===== src/rtl/fci_pkg.sv =====
package fci_pkg;
    localparam logic [7:0] OP_PROG_A      = 8'h40;
    localparam logic [7:0] OP_PROG_B      = 8'h10;
    localparam logic [7:0] OP_ERASE       = 8'h20;
    localparam logic [7:0] OP_CONFIRM     = 8'hD0;
    localparam logic [7:0] OP_SUSPEND     = 8'hB0;
    localparam logic [7:0] OP_READ_ARRAY  = 8'hFF;
    localparam logic [7:0] OP_READ_STATUS = 8'h70;
    localparam logic [7:0] OP_CLEAR       = 8'h50;

    localparam int SB_READY = 7;
    localparam int SB_SUSP  = 6;
    localparam int SB_EERR  = 5;
    localparam int SB_PERR  = 4;

    typedef enum logic [2:0] {
        ST_IDLE, ST_PSETUP, ST_ESETUP, ST_PROG, ST_ERASE, ST_SPEND, ST_SUSP
    } seq_state_e;
endpackage


===== src/rtl/fci_engine.sv =====
module fci_engine #(
    parameter int PROG_CYCLES  = 8,
    parameter int ERASE_CYCLES = 40
) (
    input  logic clk,
    input  logic rst_n,
    input  logic start_i,
    input  logic is_erase_i,
    input  logic pause_i,
    output logic done_o,
    output logic suspended_o
);
    localparam int MAXC = (ERASE_CYCLES > PROG_CYCLES) ? ERASE_CYCLES : PROG_CYCLES;
    localparam int CW   = $clog2(MAXC + 1);

    typedef struct packed {
        logic          running;
        logic          done;
        logic          susp;
        logic [CW-1:0] cnt;
    } eng_t;

    eng_t e_q, e_d;

    always_comb begin
        e_d      = e_q;
        e_d.done = 1'b0;
        e_d.susp = e_q.running & pause_i;
        if (start_i) begin
            e_d.running = 1'b1;
            e_d.cnt     = is_erase_i ? CW'(ERASE_CYCLES - 1) : CW'(PROG_CYCLES - 1);
        end else if (e_q.running && !pause_i) begin
            if (e_q.cnt == '0) begin
                e_d.running = 1'b0;
                e_d.done    = 1'b1;
            end else begin
                e_d.cnt = e_q.cnt - 1'b1;
            end
        end
    end

    always_ff @(posedge clk or negedge rst_n) begin
        if (!rst_n) e_q <= '0;
        else        e_q <= e_d;
    end

    assign done_o      = e_q.done;
    assign suspended_o = e_q.susp;

    assert_done_single_R4: assert property (@(posedge clk) disable iff (!rst_n)
        done_o |=> !done_o);
    assert_paused_count_R10: assert property (@(posedge clk) disable iff (!rst_n)
        (e_q.running && pause_i && !start_i) |=> (!done_o && $stable(e_q.cnt)));
endmodule


===== src/rtl/flash_cmd_ctrl.sv =====
module flash_cmd_ctrl
    import fci_pkg::*;
#(
    parameter int AW           = 18,
    parameter int DW           = 16,
    parameter int PROG_CYCLES  = 8,
    parameter int ERASE_CYCLES = 40
) (
    input  logic          clk,
    input  logic          rst_n,
    input  logic          wr_en,
    input  logic [AW-1:0] wr_addr,
    input  logic [DW-1:0] wr_data,
    output logic          eng_start,
    output logic          eng_is_erase,
    output logic          susp_req,
    output logic          rd_status,
    output logic [AW-1:0] lat_addr,
    output logic [DW-1:0] lat_data,
    output logic [7:0]    status
);
    typedef struct packed {
        seq_state_e    st;
        logic          rd_status;
        logic          perr;
        logic          eerr;
        logic          susp_req;
        logic          start;
        logic          is_erase;
        logic [AW-1:0] addr;
        logic [DW-1:0] data;
    } regs_t;

    regs_t r_q, r_d;
    logic  eng_done, eng_susp;
    logic  busy;
    logic [7:0] cmd;

    assign cmd  = wr_data[7:0];
    assign busy = (r_q.st == ST_PROG) || (r_q.st == ST_ERASE) || (r_q.st == ST_SPEND);

    always_comb begin
        r_d       = r_q;
        r_d.start = 1'b0;
        case (r_q.st)
            ST_IDLE: if (wr_en) begin
                case (cmd)
                    OP_READ_ARRAY:        r_d.rd_status = 1'b0;
                    OP_READ_STATUS:       r_d.rd_status = 1'b1;
                    OP_CLEAR: begin
                        r_d.perr = 1'b0;
                        r_d.eerr = 1'b0;
                    end
                    OP_PROG_A, OP_PROG_B: r_d.st = ST_PSETUP;
                    OP_ERASE:             r_d.st = ST_ESETUP;
                    default: ;
                endcase
            end
            ST_PSETUP: if (wr_en) begin
                r_d.addr      = wr_addr;
                r_d.data      = wr_data;
                r_d.start     = 1'b1;
                r_d.is_erase  = 1'b0;
                r_d.rd_status = 1'b1;
                r_d.st        = ST_PROG;
            end
            ST_ESETUP: if (wr_en) begin
                r_d.rd_status = 1'b1;
                if (cmd == OP_CONFIRM) begin
                    r_d.addr     = wr_addr;
                    r_d.data     = wr_data;
                    r_d.start    = 1'b1;
                    r_d.is_erase = 1'b1;
                    r_d.st       = ST_ERASE;
                end else begin
                    r_d.perr = 1'b1;
                    r_d.eerr = 1'b1;
                    r_d.st   = ST_IDLE;
                end
            end
            ST_PROG: if (eng_done) r_d.st = ST_IDLE;
            ST_ERASE: begin
                if (eng_done) begin
                    r_d.st = ST_IDLE;
                end else if (wr_en && cmd == OP_SUSPEND) begin
                    r_d.susp_req = 1'b1;
                    r_d.st       = ST_SPEND;
                end
            end
            ST_SPEND: begin
                if (eng_done) begin
                    r_d.susp_req = 1'b0;
                    r_d.st       = ST_IDLE;
                end else if (wr_en && cmd == OP_CONFIRM) begin
                    r_d.susp_req = 1'b0;
                    r_d.st       = ST_ERASE;
                end else if (eng_susp) begin
                    r_d.st = ST_SUSP;
                end
            end
            ST_SUSP: if (wr_en) begin
                case (cmd)
                    OP_READ_ARRAY:  r_d.rd_status = 1'b0;
                    OP_READ_STATUS: r_d.rd_status = 1'b1;
                    OP_CONFIRM: begin
                        r_d.susp_req  = 1'b0;
                        r_d.rd_status = 1'b1;
                        r_d.st        = ST_ERASE;
                    end
                    default: ;
                endcase
            end
            default: r_d.st = ST_IDLE;
        endcase
    end

    always_ff @(posedge clk or negedge rst_n) begin
        if (!rst_n) r_q <= '{st: ST_IDLE, default: '0};
        else        r_q <= r_d;
    end

    fci_engine #(
        .PROG_CYCLES (PROG_CYCLES),
        .ERASE_CYCLES(ERASE_CYCLES)
    ) u_engine (
        .clk        (clk),
        .rst_n      (rst_n),
        .start_i    (r_q.start),
        .is_erase_i (r_q.is_erase),
        .pause_i    (r_q.susp_req),
        .done_o     (eng_done),
        .suspended_o(eng_susp)
    );

    always_comb begin
        status           = 8'h00;
        status[SB_READY] = !busy;
        status[SB_SUSP]  = (r_q.st == ST_SUSP);
        status[SB_EERR]  = r_q.eerr;
        status[SB_PERR]  = r_q.perr;
    end

    assign eng_start    = r_q.start;
    assign eng_is_erase = r_q.is_erase;
    assign susp_req     = r_q.susp_req;
    assign rd_status    = r_q.rd_status;
    assign lat_addr     = r_q.addr;
    assign lat_data     = r_q.data;

    assert_start_pulse_R3: assert property (@(posedge clk) disable iff (!rst_n)
        eng_start |=> !eng_start);
    assert_busy_reads_status_R8: assert property (@(posedge clk) disable iff (!rst_n)
        !status[SB_READY] |-> rd_status);
    assert_latch_closed_R5: assert property (@(posedge clk) disable iff (!rst_n)
        (!status[SB_READY] && !eng_start) |-> $stable(lat_addr));
    assert_suspend_erase_only_R9: assert property (@(posedge clk) disable iff (!rst_n)
        susp_req |-> eng_is_erase);
    assert_suspend_flag_R10: assert property (@(posedge clk) disable iff (!rst_n)
        status[SB_SUSP] |-> (susp_req && status[SB_READY]));
    assert_done_while_busy_R4: assert property (@(posedge clk) disable iff (!rst_n)
        eng_done |-> !status[SB_READY]);
endmodule


===== config.mk =====
export PLATFORM = sky130hd
export DESIGN_NAME = flash_cmd_ctrl
export DESIGN_NICKNAME = d
export VERILOG_FILES = /design/src/rtl/fci_pkg.sv /design/src/rtl/fci_engine.sv /design/src/rtl/flash_cmd_ctrl.sv
export SDC_FILE = /design/constraint.sdc
export NUM_CORES = 1
export LEC_CHECK = 0
export BUFFER_PORTS_ARGS = -buffer_cell sky130_fd_sc_hd__buf_2
export CORE_MARGIN = 8
export CORE_UTILIZATION = 40
export DETAILED_ROUTE_END_ITERATION = 10
export HOLD_SLACK_MARGIN = 0.05
export PLACE_DENSITY = 0.69
export SLEW_MARGIN = 5
export SYNTH_ARGS = -nofsm -noshare
export SYNTH_HDL_FRONTEND = slang
export SYNTH_SLANG_ARGS = --single-unit

===== constraint.sdc =====
create_clock -name clk -period 2.1 [get_ports clk]
set_input_delay 0.42 -clock clk [delete_from_list [all_inputs] [get_ports clk]]
set_output_delay 0.42 -clock clk [all_outputs]
set_load 0.02 [all_outputs]

Word-level counts from Yosys, hierarchy flattened
Cells that the tools add are included.
Widths: inputs -> output; s select.
Storage, ports and cells
  input port bits: 37
  bits in registers: 52
  output and inout port bits: 46
Cells by class
  muxes and demuxes: 39
  reductions and logical operators: 24
  add/subtract/negate cells: 1
  equality and inequality tests: 32
  bitwise operators: 1
Operators by type and width (count)
  $mux 36: 3
  $pmux 36 s2: 1
  $mux 6: 6
  $eq 8x7->1 const B: 3
  $eq 8x8->1 const B: 3
  $mux 3: 8
  $pmux 3 s7: 1
  $ne 2x2->1 const B: 8
  $ne 3x1->1 const B: 4
  $eq 3x3->1 const B: 3
  $reduce_and 9->1: 1
  $eq 8x5->1 const B: 1
  $eq 8x6->1 const B: 1
  $mux 1: 8
  $mux 2: 4
  $mux 4: 2
  $ne 2x1->1 const B: 4
  $reduce_bool 2->1: 4
  $reduce_and 7->1: 1
  $eq 3x2->1 const B: 2
  $logic_not 6->1: 1
  $pmux 3 s2: 1
  $reduce_and 6->1: 1
  $sub 6x1->6 const B: 1
  other kinds (18): 25

Longest topological paths before layout
Gate-level depths: netlist (run 1).
  depth in word-level cells: 5
  mapped depth: 8
  mapped depth without buffers: 7

Cells and area by module
Synthesis (run 1) repeated with hierarchy kept, for this count alone.
Unflattened totals
  cells, all modules: 268
  area, all modules: 2777.7 um^2
By module, submodules not included
  flash_cmd_ctrl: times used 1, area each 2292.2 um^2, cells an instance 220
  fci_engine: times used 1, area each 485.5 um^2, cells an instance 48

Least setup slack after synthesis (run 1)
No wires, ideal clock.
  path type: input port to flip-flop
  from: input port wr_data[0]
  to: register r_q[42] (netlist bit)
  required time: 1.975 ns
  path buffers: 1
  slack: -0.204 ns
  stages on the path: 7
  data arrival time: 2.179 ns
  cell sequence: or4_4 o41ai_4 nor3b_1 or4_1 clkbuf_2 o21ai_0 o21ai_1
On the way
  longest elaborated chain between the ends: 5
  elaborated cells between the ends (all ways): 18
RTL lines
  start, declared: line flash_cmd_ctrl.sv:13  | input logic [DW-1:0] wr_data,
  $eq 8x8->1: line flash_cmd_ctrl.sv:69, flash_cmd_ctrl.sv:94, flash_cmd_ctrl.sv:102
  $logic_and 1x1->1: line flash_cmd_ctrl.sv:94  | end else if (wr_en && cmd == OP_CONFIRM) begin
  $mux 3: line flash_cmd_ctrl.sv:94
  $mux 3: line flash_cmd_ctrl.sv:91  | if (eng_done) begin
  $pmux 3 s7: line flash_cmd_ctrl.sv:45  | case (r_q.st)
  end signal, assigned: line flash_cmd_ctrl.sv:119  | else r_q <= r_d;
  end, declared: line flash_cmd_ctrl.sv:34  | regs_t r_q, r_d;
Several ways; a longest one is shown, not always the timed one. The select of a mux whose other input is x is not followed.
A chain may end at the register's enable or synchronous reset.

Worst setup path after layout (run 1)
  from: input port wr_data[3]
  to: register r_q[40] (netlist bit)
On the way
  longest elaborated chain between the ends: 5
  elaborated cells between the ends (all ways): 18
RTL lines
  $eq 8x7->1, or another cell as far along: line flash_cmd_ctrl.sv:47  | case (cmd)
  $reduce_or 2->1 or $logic_and 1x1->1 (tied branches): line flash_cmd_ctrl.sv:47, flash_cmd_ctrl.sv:94
  $pmux 3 s2 or $mux 3 (tied branches): line flash_cmd_ctrl.sv:47, flash_cmd_ctrl.sv:94
  $mux 6 or $mux 3 (tied branches): line flash_cmd_ctrl.sv:46, flash_cmd_ctrl.sv:91
  $pmux 3 s7: line flash_cmd_ctrl.sv:45
Several ways; a longest one is shown, not always the timed one. The select of a mux whose other input is x is not followed.

==> results of run 1 <==
==> final cells by class <==
cell class	count	area share [%]
Sequential cell	51	40.6
Tap cell	80	3.18
Timing Repair Buffer	103	19.2
Clock buffer	6	2.63
Multi-Input combinational cell	197	33.1
Inverter	7	0.835
Clock inverter	2	0.517
==> metal layers <==
| layer | vias to the layer above | wire length [µm] | global-route usage [%] |
|---|---|---|---|
| li1 | 1076 | - | - |
| met1 | 1022 | 2560 | 15.3 |
| met2 | 55 | 3220 | 22.8 |
| met3 | 7 | 446 | 4.41 |
| met4 | 0 | 93 | 4.56 |
| met5 | - | 0 | 0 |
==> per-stage QoR <==
| step | hold slack (ns) | power (mW) | util, % |
|---|---|---|---|
| finish | 0.0844 | 4.25 | 47.3 |
| global route | 0.0895 | 4.58 | 47.3 |
| CTS | 0.0988 | 4.30 | 47.3 |
| detailed placement | 0.433 | 3.68 | 45.7 |
| global placement | 0.429 | 3.63 | 45.7 |
| floorplan | 0.124 | 3.41 | - |
==> sequential cells by signal, summed over array words and instances (netlist names) <==
register	cells
status	1
u_engine.done_o	1
lat_data	16
rd_status	1
lat_addr	18
susp_req	1
r_q	3
u_engine.e_q	7
u_engine.suspended_o	1
eng_is_erase	1
eng_start	1
==> cells by family (layout without fill, tap and decap cells) <==
kind of cell / count (synthesis) / after routing / share of synthesized area, %
simple gates: 146 / 146 / 24.2
flops: 51 / 51 / 47.4
mux: 5 / 5 / 1.90
other cells: 1 / 4 / 0.139
xor+xnor: 4 / 4 / 1.30
buf+inv: 59 / 118 / 14.8
fa+ha+maj: 2 / 2 / 0.929
compound gates: 36 / 36 / 9.38
==> worst reg2reg max path: stages (launching register included) <==
cell and delay, ns:
dfrtp_1 0.36, and2b_2 0.24, and2_1 0.18, o2bb2ai_1 0.16, or4_4 0.60, mux2i_1 0.14
nor3_1 0.14
==> path summary, 6_finish.rpt <==
check                                           end  slack [ns]  depth (start not counted)
max                             r_q[40]$_DFFE_PN0P_        0.08                          7
max in group asynchronous   lat_data[7]$_DFFE_PN0P_        1.78                          2
min reg2reg                lat_addr[13]$_DFFE_PN0P_        0.48                          2
min in group clk            lat_addr[3]$_DFFE_PN0P_        0.30                          3
max reg2reg                     r_q[40]$_DFFE_PN0P_        0.20                          6
min                           rd_status$_DFFE_PN0P_        0.08                          2
==> timing repair <==
action,in CTS,in global routing
pin swaps,0,2
endpoints found under the setup margin,3,3
gates resized for setup,1,1
==> synth_stat cells (all sizes together) <==
library cell / n
a2111oi: 1
a211oi: 2
a21boi: 1
a21o: 2
a21oi: 10
a22o: 5
a31oi: 1
a41o: 1
and2: 2
and2b: 1
and3: 2
and3b: 1
buf: 44
clkbuf: 8
clkinv: 1
conb: 1
dfrtp: 51
ha: 2
inv: 6
mux2: 1
mux2i: 4
nand2: 89
nand2b: 4
nand3: 6
nand4: 2
nand4bb: 1
nor2: 19
nor2b: 2
nor3: 6
nor3b: 2
nor4: 4
o211ai: 1
o21ai: 10
o2bb2ai: 1
o41ai: 1
or2: 1
or3: 1
or3b: 1
or4: 2
xnor2: 4
==> where the power goes <==
part	leakage (nW)	internal, mW	switching, mW	total [mW]
clock	0.0474	0.269	0.330	0.600
sequential	0.620	1.38	0.226	1.61
combinational	0.962	0.763	1.28	2.04
==> flow_metrics.env, run 1 <==
export IMPL_slowest_delay_ns=0.55
export IMPL_reg2reg_from="r_q[40]$_DFFE_PN0P_"
export IMPL_dr_pass1_iters=6
export IMPL_final_layout_size_suffix_gt1_share_pct=33.6
export IMPL_grt_pass1_vias=2202
export IMPL_ys_seq_elements=51
export IMPL_fin_cells=446
export IMPL_avgSynthCellArea_um2=8.86
export IMPL_timing_critical_path_to_type="flop"
export IMPL_nNetsFinal=404
export IMPL_drt_initial_drc_count=127
export IMPL_hp_class="in -> async"
export IMPL_worst_setup_path_start_kind="input pin"
export IMPL_hold_viol=0
export IMPL_numCtsBuffers=5
export IMPL_yosysTopAreaCellShare_pct=47.4
export IMPL_die_height_um=98.1
export IMPL_crit_top_cell="or4_4"
export IMPL_min_period_ns=2.02
export IMPL_diodes=0
export IMPL_fin_setup_tns_ns=0
export IMPL_synthCells=304
export IMPL_dp_cells=438
export IMPL_status="finished, final reports clean"
export IMPL_initial_core_util_pct=40.5
export IMPL_dp_hpwl_um=4820
export IMPL_cts_hold_buf=0
export IMPL_p_per_area_nw_per_um2=1350
export IMPL_postCtsSetupBuffers=0
export IMPL_routed_wl_um=6320
export IMPL_critPathLaunch="wr_data[3]"
export IMPL_io_buffers=78
export IMPL_ant_nets=0
export IMPL_path_max_fanout=6
export IMPL_leakagePower_nw=1.63
export IMPL_drv_cap=0
export IMPL_crit_path_top_delay_cell="or4_4"
export IMPL_syn2layout_area_growth_pct=16.8
export IMPL_worst_path_buf_inv=1
export IMPL_grt_pass1_wl_um=10600
export IMPL_clkSinkCount=51
export IMPL_critPathKind="in -> reg"
export IMPL_fillers=656
export IMPL_critical_path_cell_chain="buf_2, or4_4, o41ai_4, nor3b_1, or4_4, mux2i_1, nor3_1"
export IMPL_grt_use_total_pct=13.3
export IMPL_setup_viol=0
export IMPL_rows=30
export IMPL_place_ws_ns=-0.358
export IMPL_seq_area_um2=1280
export IMPL_synth_area_um2=2690
export IMPL_die_area_um2=9620
export IMPL_cp_required_ns=2.32
export IMPL_clock_root_buffer="clkbuf_8"
export IMPL_dieWidth_um=98.1
export IMPL_synth_area_leaders="dfrtp_1 (47%), nand2_1 (12%), buf_4 (11%)"
export IMPL_cts_tree="yes"
export IMPL_wl_per_cell_um=14.2
export IMPL_fin_worst_skew_ns=0.00635
export IMPL_grt_ovfl_total=0
export IMPL_clkLatencyLatePin_ns=0.30
export IMPL_num_io_pins=83
export IMPL_vias_per_cell=4.84
export IMPL_clk_pin_slew_ns=0.09
export IMPL_rsz0062_at_grt="false"
export IMPL_cp_arrival_ns=2.24
export IMPL_core_um2=6640
export IMPL_worst_slack_ns=0.0791
export IMPL_final_cell_mix="nand2_1 (89), buf_2 (78), dfrtp_1 (51)"
export IMPL_gp_congestion=0.916
export IMPL_netlist_cell_type_count=47
export IMPL_crit_family="simple AND/OR/NAND/NOR gates"
export IMPL_yosys_area_top_type="dfrtp_1"
export IMPL_vias=2160
export IMPL_final_common_cell="nand2_1"
export IMPL_peakVddDrop_mv=0.333
export IMPL_finalMaxSlewViolations=0
export IMPL_ys_seq_area_share_pct=47.4
export IMPL_period_share_pct=96.2
export IMPL_max_freq_ghz=0.495
export IMPL_route_detailed_drc=0
export IMPL_cts_buffer_depth=2
export IMPL_yosys_warnings=0
export IMPL_grt_max_degree=52
export IMPL_design_area_um2=3150
export IMPL_htreeDepth=2
export IMPL_placed_area_um2=3040
export IMPL_antenna_found_initial=0
export IMPL_multiInputGateArea_um2=1040
Note: power is estimated with default switching activity, not from simulation.
==> run 2, diff against run 1 <==
==> constraint.sdc (replaced) <==
create_clock -name clk -period 2.1 [get_ports clk]
set_input_delay 0.42 -clock clk [delete_from_list [all_inputs] [get_ports clk]]
set_output_delay 0.42 -clock clk [all_outputs]
set_load 0.1 [all_outputs]
==> run 2 against run 1 <==
Hold slack lost 0.0070 ns. Global-route usage shrank 0.099 points. Die area is the same. Critical path depth grew 1. Register-to-register slack lost 0.02 ns. Count of clock-buffer cells in the layout is the same. Core utilization grew 1.5 points. Critical endpoint is now r_q[42]$_DFFE_PN0P_.
==> flow_metrics.env, run 2 (synthesized netlist as in run 1, its figures left out) <==
export IMPL_htreeDepth=2
export IMPL_clkSinkCount=51
export IMPL_grt_ovfl_total=0
export IMPL_final_cell_mix="nand2_1 (89), buf_2 (75), dfrtp_1 (50)"
export IMPL_endpoint="r_q[42]$_DFFE_PN0P_"
export IMPL_fin_cells=448
export IMPL_initial_core_util_pct=40.5
export IMPL_diodes=0
export IMPL_hold_viol=0
export IMPL_worst_setup_path_start_kind="input pin"
export IMPL_routed_wl_um=6460
export IMPL_crit_path_top_delay_cell="or4_4"
export IMPL_status="finished, final reports clean"
export IMPL_die_height_um=98.1
export IMPL_worstMarginPinSlew_ns=0.524
export IMPL_die_area_um2=9620
export IMPL_reg2reg_from="r_q[41]$_DFFE_PN0P_"
export IMPL_dieWidth_um=98.1
export IMPL_grt_pass1_wl_um=10400
export IMPL_r2r_end="r_q[42]$_DFFE_PN0P_"
export IMPL_timing_critical_path_to_type="flop"
export IMPL_nNetsFinal=406
export IMPL_dr_pass1_iters=4
export IMPL_hp_class="in -> async"
export IMPL_worst_slack_ns=0.0321
export IMPL_fillers=610
export IMPL_clock_root_buffer="clkbuf_8"
export IMPL_numCtsBuffers=5
export IMPL_clk_pin_slew_ns=0.09
export IMPL_vias=2162
export IMPL_clkLatencyLatePin_ns=0.30
export IMPL_final_layout_size_suffix_gt1_share_pct=35.9
export IMPL_critical_path_cell_chain="buf_8, or4_4, nor2_2, a31oi_1, or4_4, buf_4, o21ai_1, o21ai_1"
export IMPL_route_detailed_drc=0
export IMPL_cts_hold_buf=0
export IMPL_fin_worst_skew_ns=0.00851
export IMPL_grt_pass1_vias=2182
export IMPL_drv_cap=0
export IMPL_cp_required_ns=2.29
export IMPL_antenna_found_initial=0
export IMPL_io_buffers=78
export IMPL_place_ws_ns=-0.403
export IMPL_rrSetupSlack_ns=0.18
export IMPL_rsz0062_at_grt="true"
export IMPL_maxSlewHeadroom_pct=65.3
export IMPL_largest_reg_flops=18
export IMPL_slowest_delay_ns=0.57
export IMPL_period_share_pct=98.5
export IMPL_fin_util_pct=48.8
export IMPL_grt_use_total_pct=13.2
export IMPL_syn2layout_area_growth_pct=20.4
export IMPL_path_max_fanout=5
export IMPL_dp_hpwl_um=4800
export IMPL_critPathLaunch="wr_data[3]"
export IMPL_num_io_pins=83
export IMPL_max_freq_ghz=0.484
export IMPL_placed_area_um2=3040
export IMPL_dp_cells=437
export IMPL_cp_arrival_ns=2.26
export IMPL_finalMaxSlewViolations=0
export IMPL_rows=30
export IMPL_vias_per_cell=4.83
export IMPL_final_common_cell="nand2_1"
export IMPL_drt_initial_drc_count=103
export IMPL_gp_congestion=0.869
export IMPL_design_area_um2=3240
export IMPL_rr_worst_depth=7
export IMPL_cts_tree="yes"
export IMPL_grt_max_degree=52
export IMPL_critPathKind="in -> reg"
export IMPL_min_period_ns=2.07
export IMPL_setup_viol=0
export IMPL_wl_per_cell_um=14.4
export IMPL_ant_nets=0
export IMPL_core_um2=6640
export IMPL_cts_buffer_depth=2
## run 2: cell count changes in the layout (fill, tap and decap cells not counted), sizes merged
cell | previous run | this run
clkbuf | 6 | 7
buf | 103 | 104
clkinv | 2 | 1
bufinv | 0 | 1
## run 2: critical path, delay by kind of cell
family | cells | cell delay [ns]
buffers and inverters | 2 | 0.26
and+or+nand+nor | 3 | 1.27
AOI/OAI and AO/OA | 3 | 0.29
## run 2: what timing repair did
item | in CTS | in global routing
resized for setup | 1 | 15
buffers inserted | 0 | 3
pin swaps | 0 | 8
setup endpoints to repair | 3 | 6
## run 2: how the worst min path moves through the flow
stage          start                     endpoint  slack, ns  depth (start not counted)
2_1_floorplan  rst_n     eng_is_erase$_DFFE_PN0P_       0.12                          0
3_3_place_gp   rst_n        rd_status$_DFFE_PN0P_       0.43                          2
3_5_place_dp   rst_n        rd_status$_DFFE_PN0P_       0.43                          2
4_1_cts        rst_n        rd_status$_DFFE_PN0P_       0.10                          2
5_1_grt        rst_n  u_engine.e_q[5]$_DFFE_PN0P_       0.11                          2
6_report       rst_n        rd_status$_DFFE_PN0P_       0.08                          2
## run 2: routing by layer
layer / vias to the layer above / global-route usage, % / routed length (µm)
li1: 1078 / - / -
met1: 1010 / 15.1 / 2700
met2: 65 / 21.9 / 3130
met3: 9 / 4.48 / 481
met4: 0 / 6.00 / 142
met5: - / 0 / 0
## run 2: layout make-up
type,count,area [µm²],share of cell area [%]
Sequential cell,51,1280,39.4
Clock inverter,2,37.5,1.16
Clock buffer,6,72.6,2.24
Inverter,7,26.3,0.810
Timing Repair Buffer,105,644,19.9
Multi-Input combinational cell,197,1090,33.5
Tap cell,80,100,3.09
## run 2: stage by stage
stage	TNS, ns	hold WS [ns]
2_1_floorplan	-0.538	0.124
5_1_grt	-0.133	0.109
4_1_cts	0	0.101
6_report	0	0.0773
3_5_place_dp	-3.48	0.430
3_3_place_gp	-2.87	0.431
Power of run 2 is left out: the tool's default activity adds up to more than one toggle a clock period on the data nets, which glitch-free logic cannot reach.
